## src/rtl/sdram_col_seq.sv

```systemverilog
module sdram_col_seq #(
  parameter int COL_W = 8
) (
  input  logic             clk,
  input  logic             rst_n,
  input  logic             start_i,
  input  logic [COL_W-1:0] start_col_i,
  input  logic [2:0]       len_code_i,
  input  logic             interleave_i,
  input  logic             term_i,
  output logic [COL_W-1:0] col_o,
  output logic             valid_o,
  output logic             last_o,
  output logic             err_o
);

  localparam logic [COL_W-1:0] M1 = '0;
  localparam logic [COL_W-1:0] M2 = COL_W'(1);
  localparam logic [COL_W-1:0] M4 = COL_W'(3);
  localparam logic [COL_W-1:0] M8 = COL_W'(7);
  localparam logic [COL_W-1:0] MP = '1;

  logic             busy_q, il_q, page_q, err_q;
  logic [COL_W-1:0] base_q, beat_q, mask_q;
  logic [COL_W-1:0] new_mask, offs;
  logic             code_ok;

  always_comb begin
    code_ok  = 1'b1;
    new_mask = M1;
    case (len_code_i)
      3'b000: new_mask = M1;
      3'b001: new_mask = M2;
      3'b010: new_mask = M4;
      3'b011: new_mask = M8;
      3'b111: begin new_mask = MP; code_ok = !interleave_i; end
      default: code_ok = 1'b0;
    endcase
  end

  assign offs    = il_q ? (base_q ^ beat_q) : (base_q + beat_q);
  assign col_o   = (base_q & ~mask_q) | (offs & mask_q);
  assign valid_o = busy_q;
  assign last_o  = busy_q && (page_q ? term_i : (beat_q == mask_q));
  assign err_o   = err_q;

  always_ff @(posedge clk or negedge rst_n) begin
    if (!rst_n) begin
      busy_q <= 1'b0;
      il_q   <= 1'b0;
      page_q <= 1'b0;
      err_q  <= 1'b0;
      base_q <= '0;
      beat_q <= '0;
      mask_q <= '0;
    end else begin
      err_q <= 1'b0;
      if (busy_q) begin
        if (last_o) busy_q <= 1'b0;
        else        beat_q <= beat_q + 1'b1;
      end else if (start_i) begin
        if (code_ok) begin
          busy_q <= 1'b1;
          base_q <= start_col_i;
          beat_q <= '0;
          mask_q <= new_mask;
          il_q   <= interleave_i;
          page_q <= (len_code_i == 3'b111);
        end else begin
          err_q <= 1'b1;
        end
      end
    end
  end


  first_beat_chk: assert property (@(posedge clk) disable iff (!rst_n)
    (!valid_o && start_i && code_ok) |=> (valid_o && col_o == $past(start_col_i)));


  block_hold_chk: assert property (@(posedge clk) disable iff (!rst_n)
    (valid_o && !last_o) |=> ((col_o & ~mask_q) == $past(col_o & ~mask_q)));


  end_after_last_chk: assert property (@(posedge clk) disable iff (!rst_n)
    last_o |=> !valid_o);


  err_quiet_chk: assert property (@(posedge clk) disable iff (!rst_n)
    err_o |-> !valid_o);


  err_pulse_chk: assert property (@(posedge clk) disable iff (!rst_n)
    err_o |=> !err_o);


  busy_keep_chk: assert property (@(posedge clk) disable iff (!rst_n)
    (valid_o && !last_o) |=> valid_o);

endmodule

```

## config.mk

```make
export PLATFORM = sky130hd
export DESIGN_NAME = sdram_col_seq
export DESIGN_NICKNAME = d
export VERILOG_FILES = /design/src/rtl/sdram_col_seq.sv
export SDC_FILE = /design/constraint.sdc
export NUM_CORES = 1
export LEC_CHECK = 0
export BUFFER_PORTS_ARGS = -buffer_cell sky130_fd_sc_hd__buf_2
export CAP_MARGIN = 5
export CORE_UTILIZATION = 38
export DETAILED_ROUTE_END_ITERATION = 12
export MAX_ROUTING_LAYER = met4
export SLEW_MARGIN = 20
export SYNTH_ARGS = -nofsm -noshare
export SYNTH_HDL_FRONTEND = slang
export SYNTH_SLANG_ARGS = --single-unit
```

## constraint.sdc

```tcl
create_clock -name clk -period 4.65 [get_ports clk]
set_input_delay 0.465 -clock clk [delete_from_list [all_inputs] [get_ports clk]]
set_output_delay 0.465 -clock clk [all_outputs]
set_load 0.03 [all_outputs]
```

==> flow_summary.json, run 1 <==
{
  "status": "finished clean",
  "dpl.hpwl_mm": 2.57,
  "avgSynthCellArea_um2": 8.53,
  "antenna_found_initial": 0,
  "first_pass_iters": 4,
  "ys_seq_area_share_pct": 37.9,
  "hold_viol_final": 0,
  "fp.dieW_um": 66.6,
  "drive_gt1_share_pct": 17.1,
  "fmax_mhz": 355,
  "io_buffers": 26,
  "vdd_drop_max_mv": 0.325,
  "required_ns": 4.18,
  "reg2reg_from": "mask_q[6]$_DFFE_PN0P_",
  "clockBufferDepth": 2,
  "synth_nets": 211,
  "slew_viol_final": 0,
  "diodes": 0,
  "num_io_pins": 27,
  "arrival_ns": 2.35,
  "yosysUniqueCellTypes": 42,
  "fillers": 408,
  "min_period_ns": 2.82,
  "fin_nets": 236,
  "cp_max_fo": 5,
  "synth-edff-count": 0,
  "hold-worst-slack_ns": 0.170,
  "critPathCaptureType": "primary output",
  "initial_core_util_pct": 39.7,
  "netlist_instances": 186,
  "core_um2": 4000,
  "drc": 0,
  "grt_pass1_vias": 1340,
  "synth_fa_ha_area_share_pct": 8.20,
  "synthesis.area_um2": 1590,
  "grt-ovfl-total": 0,
  "num_vias": 1379,
  "clkSinkCount": 24,
  "r2r_setup_slack_ns": 2.94,
  "grt_pass1_wl_mm": 6.09,
  "yosys_most_used_dff": "dfrtp_1",
  "clk_pin_slew_worst_paths_ns": 0.09,
  "tritoncts": "yes",
  "synthArstFlopShare_pct": 100,
  "p_leak_uw": 0.000897,
  "syn2layout_area_growth_pct": 15.1,
  "post_cts_buffers": 0,
  "reg2reg_depth": 5,
  "cts_hold_buffers": 0,
  "setup_viol": 0,
  "p_per_area_nw_per_um2": 784,
  "cts_made_buffers": 3,
  "setup_tns_ns": 0,
  "clkLatencyLatePin_ns": 0.26,
  "rsz0062_at_grt": "no",
  "ys_warn_count": 0,
  "cts_resized": 0,
  "ant_nets": 0,
  "fp.dieH_um": 66.6,
  "synth.area.mux_share_pct": 1.97,
  "maxCapViolCount": 0,
  "path_class": "flip-flop to primary output",
  "wl_per_cell_um": 13.3,
  "synth_compound_gate_area_share_pct": 19.4,
  "vias_per_cell": 5.30,
  "worst_slew_pin_slew_ns": 0.541,
  "ys_ff_latch": 24,
  "setup.worst_path.start_class": "flip-flop",
  "period_share_pct": 60.6,
  "rows": 23,
  "grt_max_degree": 25,
  "grt.total_usage_pct": 18.6,
  "synth-xor-area-share_pct": 4.42,
  "gp_congestion": 0.840,
  "r2r-end": "beat_q[2]$_DFFE_PN0P_",
  "relSlewSlack_pct": 63.9,
  "cts_htree_levels": 1,
  "yosys.area_share.simple_pct": 24.2,
  "dieArea_um2": 4440,
  "synth_top_family_by_area": "simple AND/OR/NAND/NOR gates",
  "min_path_type": "primary input to asynchronous set/reset pin",
  "totalWireLength_mm": 3.45,
  "root_buffer": "clkbuf_8",
  "drtIter0Drc": 47,
  "finClkSkew_ns": 0.00355
}
[cells by family (layout without fill, tap and decap cells)]
kind of cell               Yosys count  after routing
adders and majority gates           10             10
AOI/OAI and AO/OA                   46             46
DFF                                 24             24
muxes                                3              3
and+or+nand+nor                     79             79
buffers and inverters               16             40
xor gates and xnor gates             8              8
[metrics by stage]
stage               power [µW]  area (µm²)  setup slack, ns  instances  utilization, %
global placement          1250        1750             2.21        256            43.9
floorplan                 1060        1590             2.16        186               -
CTS                       1440        1830             1.84        260            45.6
detailed placement        1250        1750             2.14        256            43.9
global route              1570        1830             1.66        260            45.6
finish                    1430        1830             1.83        260            45.6
[Yosys cell counts, types with 2 or more instances]
| master | number | area [µm²] |
|---|---|---|
| clkbuf_1 | 4 | 15.0 |
| and3b_1 | 2 | 17.5 |
| buf_2 | 2 | 10.0 |
| nand2_1 | 41 | 154 |
| mux2i_1 | 2 | 20.0 |
| a2111oi_0 | 2 | 17.5 |
| a31oi_1 | 8 | 50.1 |
| nor2_1 | 11 | 41.3 |
| dfrtp_1 | 24 | 601 |
| nand2b_1 | 4 | 25.0 |
| o21ai_1 | 7 | 35.0 |
| ha_1 | 8 | 100 |
| or3_1 | 2 | 12.5 |
| inv_1 | 10 | 37.5 |
| a21oi_1 | 9 | 45.0 |
| xor2_1 | 4 | 35.0 |
| nor4b_1 | 3 | 26.3 |
| o21ai_0 | 10 | 50.1 |
| nand3_1 | 4 | 20.0 |
| and3_1 | 3 | 18.8 |
| xnor2_1 | 4 | 35.0 |
| nor3_1 | 2 | 10.0 |
[registers in the layout, summed over array words and instances, names as in the netlist]
name and flops:
base_q 8, beat_q 8, mask_q 4, err_o 1
il_q 1, page_q 1, valid_o 1
[per-layer routing]
| layer | vias to the layer above | track usage [%] | share of wire (%) |
|---|---|---|---|
| li1 | 707 | - | - |
| met5 | - | - | 0 |
| met3 | 2 | 2.05 | 1.7 |
| met2 | 16 | 30.6 | 48 |
| met1 | 654 | 24.7 | 49 |
| met4 | 0 | 3.99 | 0.84 |
[how the worst max path moves through the flow]
stage                               start  endpoint  cells past startpoint
floorplan           beat_q[6]$_DFFE_PN0P_  col_o[7]                      6
global placement    beat_q[0]$_DFFE_PN0P_  col_o[6]                      9
detailed placement  beat_q[0]$_DFFE_PN0P_  col_o[6]                      9
CTS                 beat_q[0]$_DFFE_PN0P_  col_o[6]                      9
global route        beat_q[0]$_DFFE_PN0P_  col_o[6]                      9
finish              beat_q[0]$_DFFE_PN0P_  col_o[6]                      9
[critical path, cell delays in order, from the launching register on]
cell,delay [ns]
dfrtp_1,0.45
ha_1,0.23
inv_1,0.06
fa_1,0.39
nor2b_1,0.12
o21ai_1,0.09
a21boi_1,0.23
o21ai_0,0.10
a211o_1,0.25
buf_2,0.17
[cell usage in the layout (no fill, tap or decap), types with 2 or more instances in the layout]
cell type / count
a2111oi_0: 2
a21oi_1: 9
a31oi_1: 8
and3_1: 3
and3b_1: 2
buf_2: 26
clkbuf_8: 3
dfrtp_1: 24
ha_1: 8
inv_1: 10
mux2i_1: 2
nand2_1: 41
nand2b_1: 4
nand3_1: 4
nor2_1: 11
nor3_1: 2
nor4b_1: 3
o21ai_0: 10
o21ai_1: 7
or3_1: 2
xnor2_1: 4
xor2_1: 4
[layout make-up]
class	count	area (µm²)	area share, %
multi-input combinational	146	923	50.6
clock inverter	1	30.0	1.64
inverter	10	37.5	2.06
sequential	24	601	32.9
clock buffer	3	41.3	2.26
tap	50	62.6	3.43
timing repair buffer	26	130	7.13
[report_power, final]
| group | switching [µW] | internal (µW) |
|---|---|---|
| Sequential | 140 | 301 |
| Combinational | 482 | 326 |
| Clock | 67.5 | 115 |
Power figures use the tool's default switching activity.
==> run 2, diff against run 1 <==
--- a/config.mk
+++ b/config.mk
@@ -5,6 +5,7 @@
 export SDC_FILE = /design/constraint.sdc
 export NUM_CORES = 1
 export LEC_CHECK = 0
+export ABC_AREA = 1
 export BUFFER_PORTS_ARGS = -buffer_cell sky130_fd_sc_hd__buf_2
 export CAP_MARGIN = 5
 export CORE_UTILIZATION = 38
==> constraint.sdc (replaced) <==
create_clock -name clk -period 2.4 [get_ports clk]
set_input_delay 0.24 -clock clk [delete_from_list [all_inputs] [get_ports clk]]
set_output_delay 0.24 -clock clk [all_outputs]
set_load 0.03 [all_outputs]
==> run 2 against run 1 <==
Net effect: register-to-register slack got worse by 2.1 ns; first-iteration DRC count rose by 19%; core utilization rose by 1.8 points; sequential share of layout area fell by 1.8 points; sequential cell count did not move; clock skew barely moved; clock power rose by 59%; die area rose by 4.4%; critical path depth did not move; total power rose by 57%; synthesized cell count rose by 22%; final cell count rose by 18%; critical endpoint unchanged; largest cell class unchanged.
==> flow_summary.json, run 2 <==
{
  "synth_nets": 251,
  "critPathCaptureType": "primary output",
  "root_buffer": "clkbuf_8",
  "synth_top_area_cell": "dfrtp_1",
  "placed_area_um2": 1850,
  "crit_buf_inv": 2,
  "antenna_found_initial": 0,
  "drtIter0Drc": 56,
  "diodes": 0,
  "slowest_stage": "fa_1",
  "hold-worst-slack_ns": 0.159,
  "dieArea_um2": 4630,
  "grt-ovfl-total": 0,
  "vdd_drop_max_mv": 0.421,
  "io_buffers": 26,
  "tritoncts": "yes",
  "ys_warn_count": 0,
  "p_clk_share_pct": 12.9,
  "cts_made_buffers": 3,
  "min_period_ns": 2.27,
  "power_switching_share_pct": 50.1,
  "grt_max_degree": 25,
  "met3_length_um": 116,
  "switchingPower_uw": 1120,
  "final_area_um2": 1940,
  "rows": 23,
  "clk_pin_slew_worst_paths_ns": 0.09,
  "topRoutingLayerUsed": "met4",
  "finClkSkew_ns": 0.00338,
  "hold_viol_final": 0,
  "setup_viol": 0,
  "avgSynthCellArea_um2": 7.34,
  "fillers": 434,
  "clkLatencyLatePin_ns": 0.27,
  "grt.total_usage_pct": 19.7,
  "clockBufferDepth": 2,
  "required_ns": 2.16,
  "wl_met2_mm": 1.76,
  "synth_common_cells": "nand2_1, dfrtp_1, inv_1",
  "syn2layout_area_growth_pct": 16.7,
  "worst_slew_pin_slew_ns": 0.564,
  "combPwrFrac_pct": 56.6,
  "p_per_area_nw_per_um2": 1160,
  "fin_nets": 284,
  "yosys_most_used_dff": "dfrtp_1",
  "ys_seq_area_share_pct": 36.2,
  "fp.dieW_um": 68.1,
  "synthesis.area_um2": 1660,
  "cpPeakStageDelay_ns": 0.41,
  "final_cell_mix": "nand2_1, buf_2, dfrtp_1",
  "synth_area_leaders": "dfrtp_1, nand2_1, ha_1",
  "top_regs": "base_q: 8 flops, beat_q: 8 flops, mask_q: 4 flops",
  "cp_top_family": "adder cells",
  "netlist_instances": 226,
  "fin_util_pct": 47.4,
  "synthArstFlopShare_pct": 100,
  "clkSinkCount": 24,
  "fmax_mhz": 440,
  "min_path_type": "primary input to flip-flop",
  "totalWireLength_mm": 3.83,
  "rsz0062_at_grt": "yes",
  "grt_pass1_wl_mm": 6.46,
  "fp.dieH_um": 68.1,
  "arrival_ns": 2.03,
  "slew_viol_final": 0,
  "wl_per_cell_um": 12.4,
  "ant_nets": 0,
  "dpl.hpwl_mm": 2.83,
  "initial_core_util_pct": 40.6,
  "cts_htree_levels": 1,
  "path_class": "flip-flop to primary output",
  "status": "finished clean",
  "fin_cells": 308,
  "setup.worst_path.start_class": "flip-flop",
  "routedLengthMet1_mm": 1.91,
  "core_um2": 4090,
  "cp_max_fo": 3,
  "ys_ff_latch": 24,
  "layout_commonest_cell": "nand2_1",
  "drive_gt1_share_pct": 20.9,
  "p_int_uw": 1120,
  "num_io_pins": 27,
  "period_share_pct": 94.6,
  "synth.top_cell.area_share_pct": 36.2,
  "dp.cells": 302,
  "gp_congestion": 0.780,
  "yosysUniqueCellTypes": 33,
  "vias_per_cell": 4.95,
  "synth.most_common_cell": "nand2_1",
  "maxCapViolCount": 0,
  "first_pass_iters": 4,
  "pwr-share-seq_pct": 30.4,
  "num_vias": 1526,
  "drc": 0,
  "synth-edff-count": 0,
  "grt_pass1_vias": 1388,
  "relSlewSlack_pct": 62.4,
  "crit_chain": "ha_1 -> inv_1 -> fa_1 -> o21ai_2 -> nand4_1 -> nand3b_1 -> nand3_1 -> nand2_1 -> clkbuf_4",
  "p_leak_uw": 0.00103
}
==> run 2: final cells by class <==
cell class	count	area (µm²)	share of cell area, %
Multi-Input combinational cell	173	938	48.4
Tap cell	50	62.6	3.23
Clock buffer	4	55.1	2.84
Inverter	25	98.8	5.10
Sequential cell	24	602	31.1
Timing Repair Buffer	32	180	9.30
==> run 2: metal layers <==
metal	up-vias	global-route usage, %
li1	795	-
met1	699	27.1
met2	27	29.8
met3	5	2.00
met4	0	7.03
met5	-	-
==> run 2: cells by family after synthesis <==
group	after synthesis	share of synthesized area [%]
AOI/OAI and AO/OA	28	8.97
xor gates and xnor gates	4	2.11
adders and majority gates	9	7.24
buffers and inverters	29	8.07
DFF	24	36.2
and+or+nand+nor	132	37.4
==> run 2: final timing paths <==
| path | from | end | slack, ns | depth (start not counted) |
|---|---|---|---|---|
| max reg2reg | mask_q[6]$_DFFE_PN0P_ | beat_q[3]$_DFFE_PN0P_ | 0.87 | 9 |
| min | start_col_i[3] | base_q[3]$_DFFE_PN0P_ | 0.16 | 3 |
| min in group asynchronous | rst_n | base_q[7]$_DFFE_PN0P_ | 0.48 | 2 |
| min reg2reg | base_q[2]$_DFFE_PN0P_ | base_q[2]$_DFFE_PN0P_ | 0.52 | 2 |
| max | base_q[0]$_DFFE_PN0P_ | col_o[6] | 0.13 | 9 |
| max in group asynchronous | rst_n | beat_q[6]$_DFFE_PN0P_ | 1.52 | 2 |
==> run 2: power by group through the flow <==
| stage | combinational (µW) | clock [µW] | sequential, µW |
|---|---|---|---|
| floorplan | 922 | 0 | 681 |
| global placement | 1230 | 0 | 688 |
| detailed placement | 1240 | 0 | 694 |
| CTS | 1250 | 299 | 685 |
| global route | 1420 | 310 | 704 |
| finish | 1270 | 290 | 683 |
==> run 2: repair_timing <==
item	CTS	global route
endpoints found under the setup margin	1	3
resized for setup	1	6
pin swaps	0	1
hold buffers	1	0
endpoints found under the hold margin	24	0
buffers inserted	0	1
==> run 2: stage by stage <==
step                      TNS, ns  total power, µW  setup WS (ns)
after CTS                       0             2240         0.0411
after global placement          0             1920          0.276
after global routing      -0.0254             2440        -0.0254
final                           0             2240          0.129
after detailed placement        0             1930          0.237
after floorplan                 0             1600          0.109
==> run 2: worst reg2reg max path, cell delays in order, from the launching register on <==
cell and delay [ns]:
dfrtp_1 0.58, inv_6 0.09, nand2_4 0.07, nand2_2 0.05, nor2_2 0.12, nand4_4 0.15, nand3_4 0.16, nand2_4 0.10
nand2_1 0.08, nand2_1 0.04
==> run 3, diff against run 2 <==
--- a/config.mk
+++ b/config.mk
@@ -5,12 +5,12 @@
 export SDC_FILE = /design/constraint.sdc
 export NUM_CORES = 1
 export LEC_CHECK = 0
-export ABC_AREA = 1
 export BUFFER_PORTS_ARGS = -buffer_cell sky130_fd_sc_hd__buf_2
 export CAP_MARGIN = 5
-export CORE_UTILIZATION = 38
+export CORE_UTILIZATION = 50
 export DETAILED_ROUTE_END_ITERATION = 12
 export MAX_ROUTING_LAYER = met4
+export PLACE_DENSITY = 0.75
 export SLEW_MARGIN = 20
 export SYNTH_ARGS = -nofsm -noshare
 export SYNTH_HDL_FRONTEND = slang
==> run 3 against run 2 <==
Net effect: the run now ends with negative setup slack left; design area is 4.5% higher; sequential share of layout area is 1.0 points lower; combinational power is 65% higher; non-clock buffer count is 8 higher; register-to-register slack worse by 0.22 ns; critical path depth stayed put; sequential cell count stayed put; final cell count is 13% lower; critical endpoint unchanged.
==> flow_summary.json, run 3 (same netlist as run 1, synthesis figures left out) <==
{
  "dp.cells": 250,
  "grt_pass1_vias": 1393,
  "top_regs": "base_q: 8 flops, beat_q: 8 flops, mask_q: 4 flops",
  "rsz0062_at_grt": "yes",
  "fp.dieH_um": 58.3,
  "whs_endpoint": "base_q[2]$_DFFE_PN0P_",
  "drc": 0,
  "cts_htree_levels": 1,
  "tritoncts": "yes",
  "setup_tns_ns": -0.0267,
  "io_buffers": 26,
  "num_io_pins": 27,
  "setup_viol": 1,
  "hold_viol_final": 0,
  "path_class": "flip-flop to primary output",
  "grt-ovfl-total": 0,
  "reg2reg_depth": 5,
  "num_vias": 1471,
  "worst_slack_ns": -0.0267,
  "fin_nets": 250,
  "required_ns": 2.16,
  "min_path_type": "primary input to flip-flop",
  "slew_viol_final": 0,
  "fp.dieW_um": 58.3,
  "fmax_mhz": 412,
  "final_area_um2": 2020,
  "dieArea_um2": 3400,
  "whs_path_depth": 3,
  "fin_util_pct": 66.9,
  "finClkSkew_ns": 0.00125,
  "hold-worst-slack_ns": 0.0872,
  "status": "finished, violations left",
  "clkLatencyLatePin_ns": 0.33,
  "min_from": "start_col_i[2]",
  "p_int_uw": 1600,
  "vias_per_cell": 5.51,
  "p_leak_uw": 0.000946,
  "grt_max_degree": 25,
  "fin_cells": 267,
  "dpl.hpwl_mm": 2.60,
  "cp_max_fo": 2,
  "rows": 20,
  "worst_slew_pin_slew_ns": 0.554,
  "switchingPower_uw": 1540,
  "period_share_pct": 101,
  "ant_nets": 0,
  "r2r-end": "beat_q[4]$_DFFE_PN0P_",
  "diodes": 0,
  "vdd_drop_max_mv": 0.841,
  "drive_gt1_share_pct": 30.9,
  "final_cell_mix": "nand2_1, buf_2, dfrtp_1",
  "violations": "negative setup slack",
  "r2r_setup_slack_ns": 0.65,
  "reg2reg_from": "mask_q[6]$_DFFE_PN0P_",
  "initial_core_util_pct": 52.4,
  "pwr-share-seq_pct": 27.0,
  "clockBufferDepth": 2,
  "drtIter0Drc": 53,
  "gp_congestion": 0.904,
  "arrival_ns": 2.19,
  "setup.worst_path.start_class": "flip-flop",
  "grt.total_usage_pct": 25.8,
  "grt_pass1_wl_mm": 6.41,
  "relSlewSlack_pct": 63.0,
  "clkSinkCount": 24,
  "placed_area_um2": 1750,
  "totalWireLength_mm": 3.96,
  "p_clk_share_pct": 6.0,
  "root_buffer": "clkbuf_4",
  "wl_per_cell_um": 14.8,
  "antenna_found_initial": 0,
  "cts_made_buffers": 3,
  "maxCapViolCount": 0,
  "min_period_ns": 2.43,
  "critPathCaptureType": "primary output",
  "power_switching_share_pct": 49.0,
  "syn2layout_area_growth_pct": 27.6,
  "layout_commonest_cell": "nand2_1",
  "core_um2": 3030,
  "p_per_area_nw_per_um2": 1550,
  "clk_pin_slew_worst_paths_ns": 0.13,
  "combPwrFrac_pct": 67.0,
  "first_pass_iters": 4
}
==> run 3: worst max-delay path, cell delays in order (launching register included) <==
cell      delay, ns
dfrtp_2        0.46
ha_4           0.17
inv_2          0.04
fa_2           0.20
nor2b_2        0.05
o21ai_2        0.17
a21boi_2       0.09
o2111a_1       0.24
a211o_1        0.28
buf_6          0.14
==> run 3: worst max path at each step <==
stage / from / to / slack, ns
final: beat_q[0]$_DFFE_PN0P_ / col_o[6] / -0.03
after global routing: beat_q[0]$_DFFE_PN0P_ / col_o[6] / -0.09
after CTS: base_q[0]$_DFFE_PN0P_ / col_o[6] / -0.04
after detailed placement: beat_q[0]$_DFFE_PN0P_ / col_o[6] / 0.08
after global placement: beat_q[0]$_DFFE_PN0P_ / col_o[6] / 0.21
after floorplan: beat_q[6]$_DFFE_PN0P_ / col_o[7] / 0.14
==> run 3: repair_timing <==
action | 4_1_cts | 5_1_grt
buffers inserted | 8 | 5
gates resized for setup | 22 | 12
hold buffers | 1 | 0
pin swaps | 3 | 7
endpoints found under the setup margin | 4 | 4
hold endpoints to repair | 24 | 0
==> run 3: stage by stage <==
| stage | setup WS (ns) | power (µW) |
|---|---|---|
| 3_5_place_dp | 0.0801 | 2440 |
| 6_report | -0.0267 | 3140 |
| 3_3_place_gp | 0.212 | 2370 |
| 5_1_grt | -0.0926 | 3360 |
| 2_1_floorplan | 0.138 | 2050 |
| 4_1_cts | -0.0376 | 2890 |
==> run 3: area by class of cell <==
type	instances	area, µm²
repair buffers	40	251
flip-flops and latches	24	608
well taps	44	55.1
multi-input cells	146	1050
clock buffers	3	22.5
fillers	247	1000
inverters	10	37.5
==> run 3: per-layer routing <==
layer	vias to the layer above	routed length (µm)	GRT usage (%)
met5	-	0	-
met4	0	64	7.48
met3	7	148	3.74
met2	37	2110	45.0
met1	697	1640	31.1
li1	730	-	-
==> run 3: power by group through the flow <==
stage                     clock network (µW)  registers (µW)  logic [µW]
after global routing                     206             879        2280
after CTS                                188             835        1870
after global placement                     0             849        1520
final                                    187             847        2100
after detailed placement                   0             861        1570
after floorplan                            0             765        1280
